[config.mk]
export PLATFORM = sky130hd
export DESIGN_NAME = rx_status_buffer
export DESIGN_NICKNAME = d
export VERILOG_FILES = /design/src/rtl/rxb_pkg.sv /design/src/rtl/rxb_store.sv /design/src/rtl/rxb_status.sv /design/src/rtl/rx_status_buffer.sv
export SDC_FILE = /design/constraint.sdc
export NUM_CORES = 1
export LEC_CHECK = 0
export ABC_AREA = 0
export ABC_CLOCK_PERIOD_IN_PS = 6800
export BUFFER_PORTS_ARGS = -buffer_cell sky130_fd_sc_hd__buf_2
export CAP_MARGIN = 30
export CORE_MARGIN = 10
export CORE_UTILIZATION = 55
export CTS_CLUSTER_SIZE = 20
export DETAILED_ROUTE_END_ITERATION = 7
export PLACE_DENSITY = 0.83
export SLEW_MARGIN = 20
export SYNTH_ARGS = -nofsm -noshare
export SYNTH_HDL_FRONTEND = slang
export SYNTH_SLANG_ARGS = --single-unit
[constraint.sdc]
create_clock -name clk -period 6.8 [get_ports clk]
set_input_delay 0 -clock clk [delete_from_list [all_inputs] [get_ports clk]]
set_output_delay 0 -clock clk [all_outputs]
set_load 0.01 [all_outputs]
[src/rtl/rxb_pkg.sv]
package rxb_pkg;
    typedef struct packed {
        logic       ovr;
        logic       brk;
        logic       par;
        logic       frm;
        logic [7:0] data;
    } entry_t;

    typedef struct packed {
        logic ovr;
        logic brk;
        logic par;
        logic frm;
    } stat_t;
endpackage

[src/rtl/rxb_store.sv]
module rxb_store
    import rxb_pkg::*;
#(
    parameter int DEPTH = 16
) (
    input  logic   clk,
    input  logic   rst_n,
    input  logic   fifo_mode,
    input  logic   wr_valid,
    input  entry_t wr_entry,
    input  logic   rd_req,
    output entry_t head,
    output logic   pop_fire,
    output logic   ovr_fire,
    output logic   empty,
    output logic   full
);
    localparam int AW = (DEPTH > 1) ? $clog2(DEPTH) : 1;
    localparam int CW = $clog2(DEPTH + 1);
    localparam logic [AW-1:0] LAST = AW'(DEPTH - 1);
    localparam logic [CW-1:0] CAP_FIFO = CW'(DEPTH);
    localparam logic [CW-1:0] CAP_CHAR = CW'(1);

    typedef struct packed {
        entry_t [DEPTH-1:0] mem;
        logic [AW-1:0]      wptr;
        logic [AW-1:0]      rptr;
        logic [CW-1:0]      count;
    } state_t;

    state_t st_d, st_q;
    logic   push_ok;
    logic [AW-1:0] last_w;

    assign empty    = (st_q.count == '0);
    assign full     = (st_q.count >= (fifo_mode ? CAP_FIFO : CAP_CHAR));
    assign pop_fire = rd_req && !empty;
    assign push_ok  = wr_valid && !full;
    assign ovr_fire = wr_valid && full;
    assign head     = empty ? '0 : st_q.mem[st_q.rptr];
    assign last_w   = (st_q.wptr == '0) ? LAST : st_q.wptr - 1'b1;

    always_comb begin
        st_d = st_q;
        if (push_ok) begin
            st_d.mem[st_q.wptr] = wr_entry;
            st_d.mem[st_q.wptr].ovr = 1'b0;
            st_d.wptr = (st_q.wptr == LAST) ? '0 : st_q.wptr + 1'b1;
        end
        if (ovr_fire) begin
            st_d.mem[last_w].ovr = 1'b1;
        end
        if (pop_fire) begin
            st_d.rptr = (st_q.rptr == LAST) ? '0 : st_q.rptr + 1'b1;
        end
        if (push_ok && !pop_fire) begin
            st_d.count = st_q.count + 1'b1;
        end else if (pop_fire && !push_ok) begin
            st_d.count = st_q.count - 1'b1;
        end
    end

    always_ff @(posedge clk) begin
        if (!rst_n) begin
            st_q <= '0;
        end else begin
            st_q <= st_d;
        end
    end

    a_r3_count_bound: assert property (@(posedge clk) disable iff (!rst_n)
        st_q.count <= CAP_FIFO);
    a_r5_flags_exclusive: assert property (@(posedge clk) disable iff (!rst_n)
        !(empty && full));
    a_r7_count_hold: assert property (@(posedge clk) disable iff (!rst_n)
        (!push_ok && !pop_fire) |=> $stable(st_q.count));
    a_r4_char_single: assert property (@(posedge clk) disable iff (!rst_n)
        (!fifo_mode && !empty) |-> full);
endmodule

[src/rtl/rxb_status.sv]
module rxb_status
    import rxb_pkg::*;
(
    input  logic   clk,
    input  logic   rst_n,
    input  logic   pop_fire,
    input  entry_t head,
    input  logic   ovr_fire,
    input  logic   err_clr,
    output stat_t  stat
);
    stat_t stat_d, stat_q;

    always_comb begin
        stat_d = stat_q;
        if (err_clr) begin
            stat_d = '0;
        end
        if (pop_fire) begin
            stat_d.frm = head.frm;
            stat_d.par = head.par;
            stat_d.brk = head.brk;
        end
        if (ovr_fire) begin
            stat_d.ovr = 1'b1;
        end
    end

    always_ff @(posedge clk) begin
        if (!rst_n) begin
            stat_q <= '0;
        end else begin
            stat_q <= stat_d;
        end
    end

    assign stat = stat_q;

    a_r7_overrun_now: assert property (@(posedge clk) disable iff (!rst_n)
        ovr_fire |=> stat_q.ovr);
    a_r6_latch_on_read: assert property (@(posedge clk) disable iff (!rst_n)
        pop_fire |=> (stat_q.frm == $past(head.frm) && stat_q.par == $past(head.par)
                      && stat_q.brk == $past(head.brk)));
    a_r6_no_change_idle: assert property (@(posedge clk) disable iff (!rst_n)
        (!pop_fire && !err_clr) |=> ($stable(stat_q.frm) && $stable(stat_q.par)
                                     && $stable(stat_q.brk)));
endmodule

[src/rtl/rx_status_buffer.sv]
module rx_status_buffer
    import rxb_pkg::*;
#(
    parameter int DEPTH = 16
) (
    input  logic        clk,
    input  logic        rst_n,
    input  logic        fifo_mode,
    input  logic        wr_valid,
    input  logic [7:0]  wr_data,
    input  logic        wr_frame_err,
    input  logic        wr_parity_err,
    input  logic        wr_break,
    input  logic        rd_req,
    input  logic        err_clr,
    output logic [11:0] rd_word,
    output logic [3:0]  status,
    output logic        empty,
    output logic        full
);
    entry_t wr_entry, head;
    stat_t  stat;
    logic   pop_fire, ovr_fire;

    assign wr_entry = '{ovr: 1'b0, brk: wr_break, par: wr_parity_err,
                        frm: wr_frame_err, data: wr_data};

    rxb_store #(.DEPTH(DEPTH)) u_store (
        .clk(clk), .rst_n(rst_n), .fifo_mode(fifo_mode), .wr_valid(wr_valid),
        .wr_entry(wr_entry), .rd_req(rd_req), .head(head), .pop_fire(pop_fire),
        .ovr_fire(ovr_fire), .empty(empty), .full(full)
    );

    rxb_status u_status (
        .clk(clk), .rst_n(rst_n), .pop_fire(pop_fire), .head(head),
        .ovr_fire(ovr_fire), .err_clr(err_clr), .stat(stat)
    );

    assign rd_word = head;
    assign status  = stat;
endmodule

-- Word-level counts from Yosys, hierarchy flattened
Cells that the tools add are included.
- add/subtract/negate cells: 5
- magnitude comparators: 6
- eq/ne operators: 2
- muxes and demuxes: 23
- reduce and logical (&&, ||, !) cells: 16
- operator list (cell ; number):
    $bwmux W192 ; 3
    $mux W196 ; 1
    $mux W192 ; 1
    $demux W12 S4 ; 3
    $mux W12 ; 5
    $bmux W12 S4 ; 1
    $mux W4 ; 4
    $lt A4 B5 Y1 const B ; 3
    $mux W5 ; 3
    $add A4 B1 Y4 const B ; 2
    $eq A4 B4 Y1 const B ; 2
    $ge A4 B1 Y1 const B ; 2
    $logic_and A1 B1 Y1 ; 7
    $reduce_bool A2 Y1 ; 3
    $add A5 B1 Y5 const B ; 1
    $ge A5 B5 Y1 ; 1
    $logic_not A5 Y1 ; 1
    $sub A5 B1 Y5 const B ; 1
    $logic_not A1 Y1 ; 4
    $logic_not A4 Y1 ; 1
    $sub A4 B1 Y4 const B ; 1
    $mux W3 ; 1
    $mux W1 ; 1
- register bits after elaboration: 209
- bits of input ports: 17
- word-level logic and storage cells: 139

-- Longest topological paths before layout
- word-level depth: 9
- depth in mapped cells: 14
- depth with buffers taken out: 13

-- Hierarchy
From an unflattened synthesis, not the netlist that was laid out.
- cells, all modules: 919
- area total of the unflattened synthesis: 9850.7 um^2
- by module, submodules not included (module ; instances ; cells each ; area an instance (um^2) ; sequential area each (um^2)):
    rxb_store ; 1 ; 906 ; 9689.3 ; 4103.9
    rxb_status ; 1 ; 12 ; 157.7 ; 80.1
    rx_status_buffer ; 1 ; 1 ; 3.8 ; 0.0

-- Worst setup path before layout
OpenSTA, ideal clock, no wires.
- kind: register to register
- from: register u_store.st_q[0] (netlist name)
- to: register u_store.st_q[4] (netlist name)
- data arrival time: 2.805 ns
- required time: 6.728 ns
- slack: 3.924 ns
- cell stages (with the launch flop): 13
- clock period less this slack: 2.876 ns
- path through: dfxtp_1 > inv_1 > ha_1 > o31a_4 > buf_6 > nor2b_1 > ha_1 > inv_1 > ha_1 > a21o_1 > a21oi_1 > mux2i_1 > mux2i_1
- longest elaborated chain between the ends: 6
- elaborated cells on any way between the ends: 15
- those cells by class: add/sub: 2; order compare: 1; mux: 2; reduce/logical: 10
- RTL lines (element ; line ; text):
    start: declaration ; rxb_store.sv:31 ; state_t st_d, st_q;
    start signal: assignment ; rxb_store.sv:67 ; st_q <= st_d;
    $ge A5 B5 Y1 / $logic_not A5 Y1 (equally long branches) ; rxb_store.sv:36, rxb_store.sv:35 ;
    $logic_not A1 Y1, on equally long branches ; rxb_store.sv:38, rxb_store.sv:37 ;
    $logic_and A1 B1 Y1, on equally long branches ; rxb_store.sv:38, rxb_store.sv:37 ;
    $logic_not A1 Y1, on equally long branches ; rxb_store.sv:58, rxb_store.sv:56 ;
    $logic_and A1 B1 Y1, on equally long branches ; rxb_store.sv:58, rxb_store.sv:56 ;
    $reduce_bool A2 Y1 (no source line) / $mux W5 (equally long branches) ; - ;
Several ways; a longest one is shown, not always the timed one. The select of a mux whose other input is x is not followed.
A chain may end at the register's enable or synchronous reset.

-- Worst setup path after layout
Ends and elaborated chain as after synthesis.

==> key figures <==
Placement
  – RePlAce Congestion: approximately 0.85
  – Placement Cell Area: around 9000 um2
  – Worst slack, placed: 3720 ps
  – Input/output buffers: 34
  – Post-DP HPWL: between 10000 and 15000 um

Timing
  – Worst Max-Slew Pin Slew: ~960 ps
  – Max Fclk: around 320 MHz
  – Fin. max-slew vios: 0
  – Setup TNS: 0 ps
  – Period utilization: a little under half
  – Hold Vio Cnt, Final: 0
  – RSZ-0062 raised after global routing: no
  – Min cycle time layout: ~3200 ps
  – Slew margin rel.: 36.1%
  – Skew final: 10.4 ps
  – Final worst slack: approximately 3600 ps
  – # setup viols final: 0

Floorplanning
  – Die Y: ~150 um
  – Starting density of the core: 56.3%
  – Ports: 35
  – DIE WIDTH: 148 um
  – Die Area: about 22000 um2
  – Core footprint: ~16000 um2
  – Rows: 46

Synthesis
  – Synth area leaders: dfxtp_1 (47%), mux4_2 (12%), nand3_1 (9.9%)
  – Leading area contributor after synthesis: dfxtp_1
  – FFs w/ async S/R, synth: 0%
  – Most frequent cell after synthesis: dfxtp_1
  – Syn Nets: 940
  – Top cells by count, synth: dfxtp_1 (209), nand3_1 (178), o21ai_0 (138), clkbuf_1 (56), mux4_2 (48)
  – Syn Std Cell Area: about 9000 um2
  – Seq/Total Area, Yosys: a little under half
  – Top FF cell, synth: dfxtp_1
  – Synth Register Bits: roughly 210
  – Top-area cell type share of the netlist area: 46.6%
  – Yosys warns: 0
  – Post-synth EDFFs: 0
  – Syn avg cell area: between 9 and 10 um2
  – Unique masters post-synth: 42
  – Cells after Synth: between 900 and 1k

Power
  – Pwr/cell area: 328 nW/um2
  – Leakage: 3.34 nW
  – Sequential power share: 41.8%
  – Internal power: approximately 0.0023 W
  – Logic pwr share: 20.0%
  – Max VDD drop: about 160 uV
  – Net Switching: about 0.00093 W
  – Net Sw Frac: between 20% and 30%
  – Clock network power share: around two fifths

Final layout
  – # diodes: 0
  – Area grow syn2layout: 8.86%
  – Finished layout cell area: about 10000 um2
  – # nets final: 899
  – Layout cells sized above 1: about 16%
  – Multi-input logic area: 4250 um2
  – Fillers: around 1.3k
  – Sequential cell area: between 4000 and 5000 um2

CTS
  – CTS tree: built
  – CTS Buffer Depth: 3
  – Clock slew at reported path FFs: ~60 ps
  – Worst-Skew Late Latency: 510 ps
  – Sink Count: around 210
  – H-tree depth: 1
  – Root buffer cell: clkbuf_16
  – CTS buffer count: 21
  – Post-CTS Resized: 0

GRT
  – First-pass GRT wire length: between 30000 and 40000 um
  – Total gr overflow: 0
  – Initial antenna violation count: 0
  – Vias in the first global route: approximately 7k
  – Largest net degree at the start of global routing: about 140
  – Gr usage total: a little under a fifth

Run
  – Max-cap violations: 0

Route
  – Detailed-route via count: about 7k
  – Post-route DRC: 0
  – 1st-pass router iterations: 7
  – Final WL: approximately 21000 um
  – Via density per instance: 6.30
  – Final ANT Viol Nets: 0
  – Drt wl/cell: 19.5 um
  – 1st-iter DRT viols: just over 900

Setup path
  – Crit Path Category: register to register
  – Critical path fanouts, max: 22
  – Worst R2R Setup Slack: around 3600 ps
  – Element type at the critical path end: register
  – Crit start category: register
  – Crit path required time: approximately 7200 ps
  – R2R depth: 11
  – CP Data Arrival Time: 3600 ps

Min path
  – Hold Crit Class: primary input to register
  – Hold path depth: 4

Outcome
  – Outcome: completed
==> critical path, stage by stage, from the launching register on <==
cell	delay [ps]
dfxtp_1	420
inv_1	110
ha_1	300
o31a_4	440
nor2b_1	290
ha_1	280
inv_1	130
ha_1	310
a21o_1	180
a21oi_1	170
mux2i_1	240
mux2i_1	210
==> final timing paths <==
path,from,endpoint
max,u_store.st_q[0]$_SDFFE_PN0P_,u_store.st_q[4]$_SDFFE_PN0P_
min,wr_valid,u_store.st_q[48]$_SDFF_PN0_
max reg2reg,u_store.st_q[0]$_SDFFE_PN0P_,u_store.st_q[4]$_SDFFE_PN0P_
min reg2reg,register,register
==> per-stage QoR <==
step	hold WS [ps]	total power [W]	utilization, %	std cells
final	112	0.00320	61.3	1100
after detailed placement	308	0.00198	56.2	1056
after floorplan	163	0.00185	-	910
after global routing	169	0.00332	61.3	1100
after CTS	100	0.00319	60.9	1097
after global placement	300	0.00197	56.2	1056
==> metal layers <==
layer	routed length [um]	share of wire (%)	vias up	GRT usage [%]
met2	10800	50	251	33.2
met3	1300	6.0	45	2.56
met1	8770	41	3379	23.6
li1	-	-	3255	-
met5	0	0	-	0
met4	570	2.7	0	7.43
==> layout make-up <==
| type | count | share of cell area [%] |
|---|---|---|
| Clock buffer | 24 | 5.60 |
| Timing Repair Buffer | 44 | 2.96 |
| Inverter | 11 | 0.423 |
| Sequential cell | 209 | 42.9 |
| Tap cell | 216 | 2.77 |
| Multi-Input combinational cell | 582 | 43.5 |
| Clock inverter | 14 | 1.86 |
==> logic make-up after synthesis <==
logic type                 count (synthesis)  synth area share (%)
DFF                                      209                  46.6
and+or+nand+nor                          258                  14.7
buffers and inverters                    119                  6.00
AOI/OAI and AO/OA                        231                  15.3
xor gates and xnor gates                   8                 0.781
muxes                                     72                  14.7
adders and majority gates                 13                  1.90
==> power groups by stage <==
stage	sequential [W]	clock (W)	combinational, W
floorplan	0.00133	0	0.000523
global placement	0.00136	0	0.000608
detailed placement	0.00136	0	0.000619
CTS	0.00134	0.00123	0.000628
global route	0.00135	0.00128	0.000700
finish	0.00134	0.00122	0.000639
==> cell usage in the layout, fill, tap and decap left out, drive strengths merged, types with 8 or more instances in the layout <==
master and n:
inv 12, o21ai 181, nand3 178, mux4 48, and2 8, ha 12, o22ai 9, a32o 19
or3 15, clkbuf 24, buf 40, dfxtp 209, nand2 30, mux2i 24
==> timing repair <==
item,in CTS,in global routing
buffers inserted,0,0
hold endpoints to repair,6,10
hold buffers,3,1
Note: power is estimated with default switching activity, not from simulation.
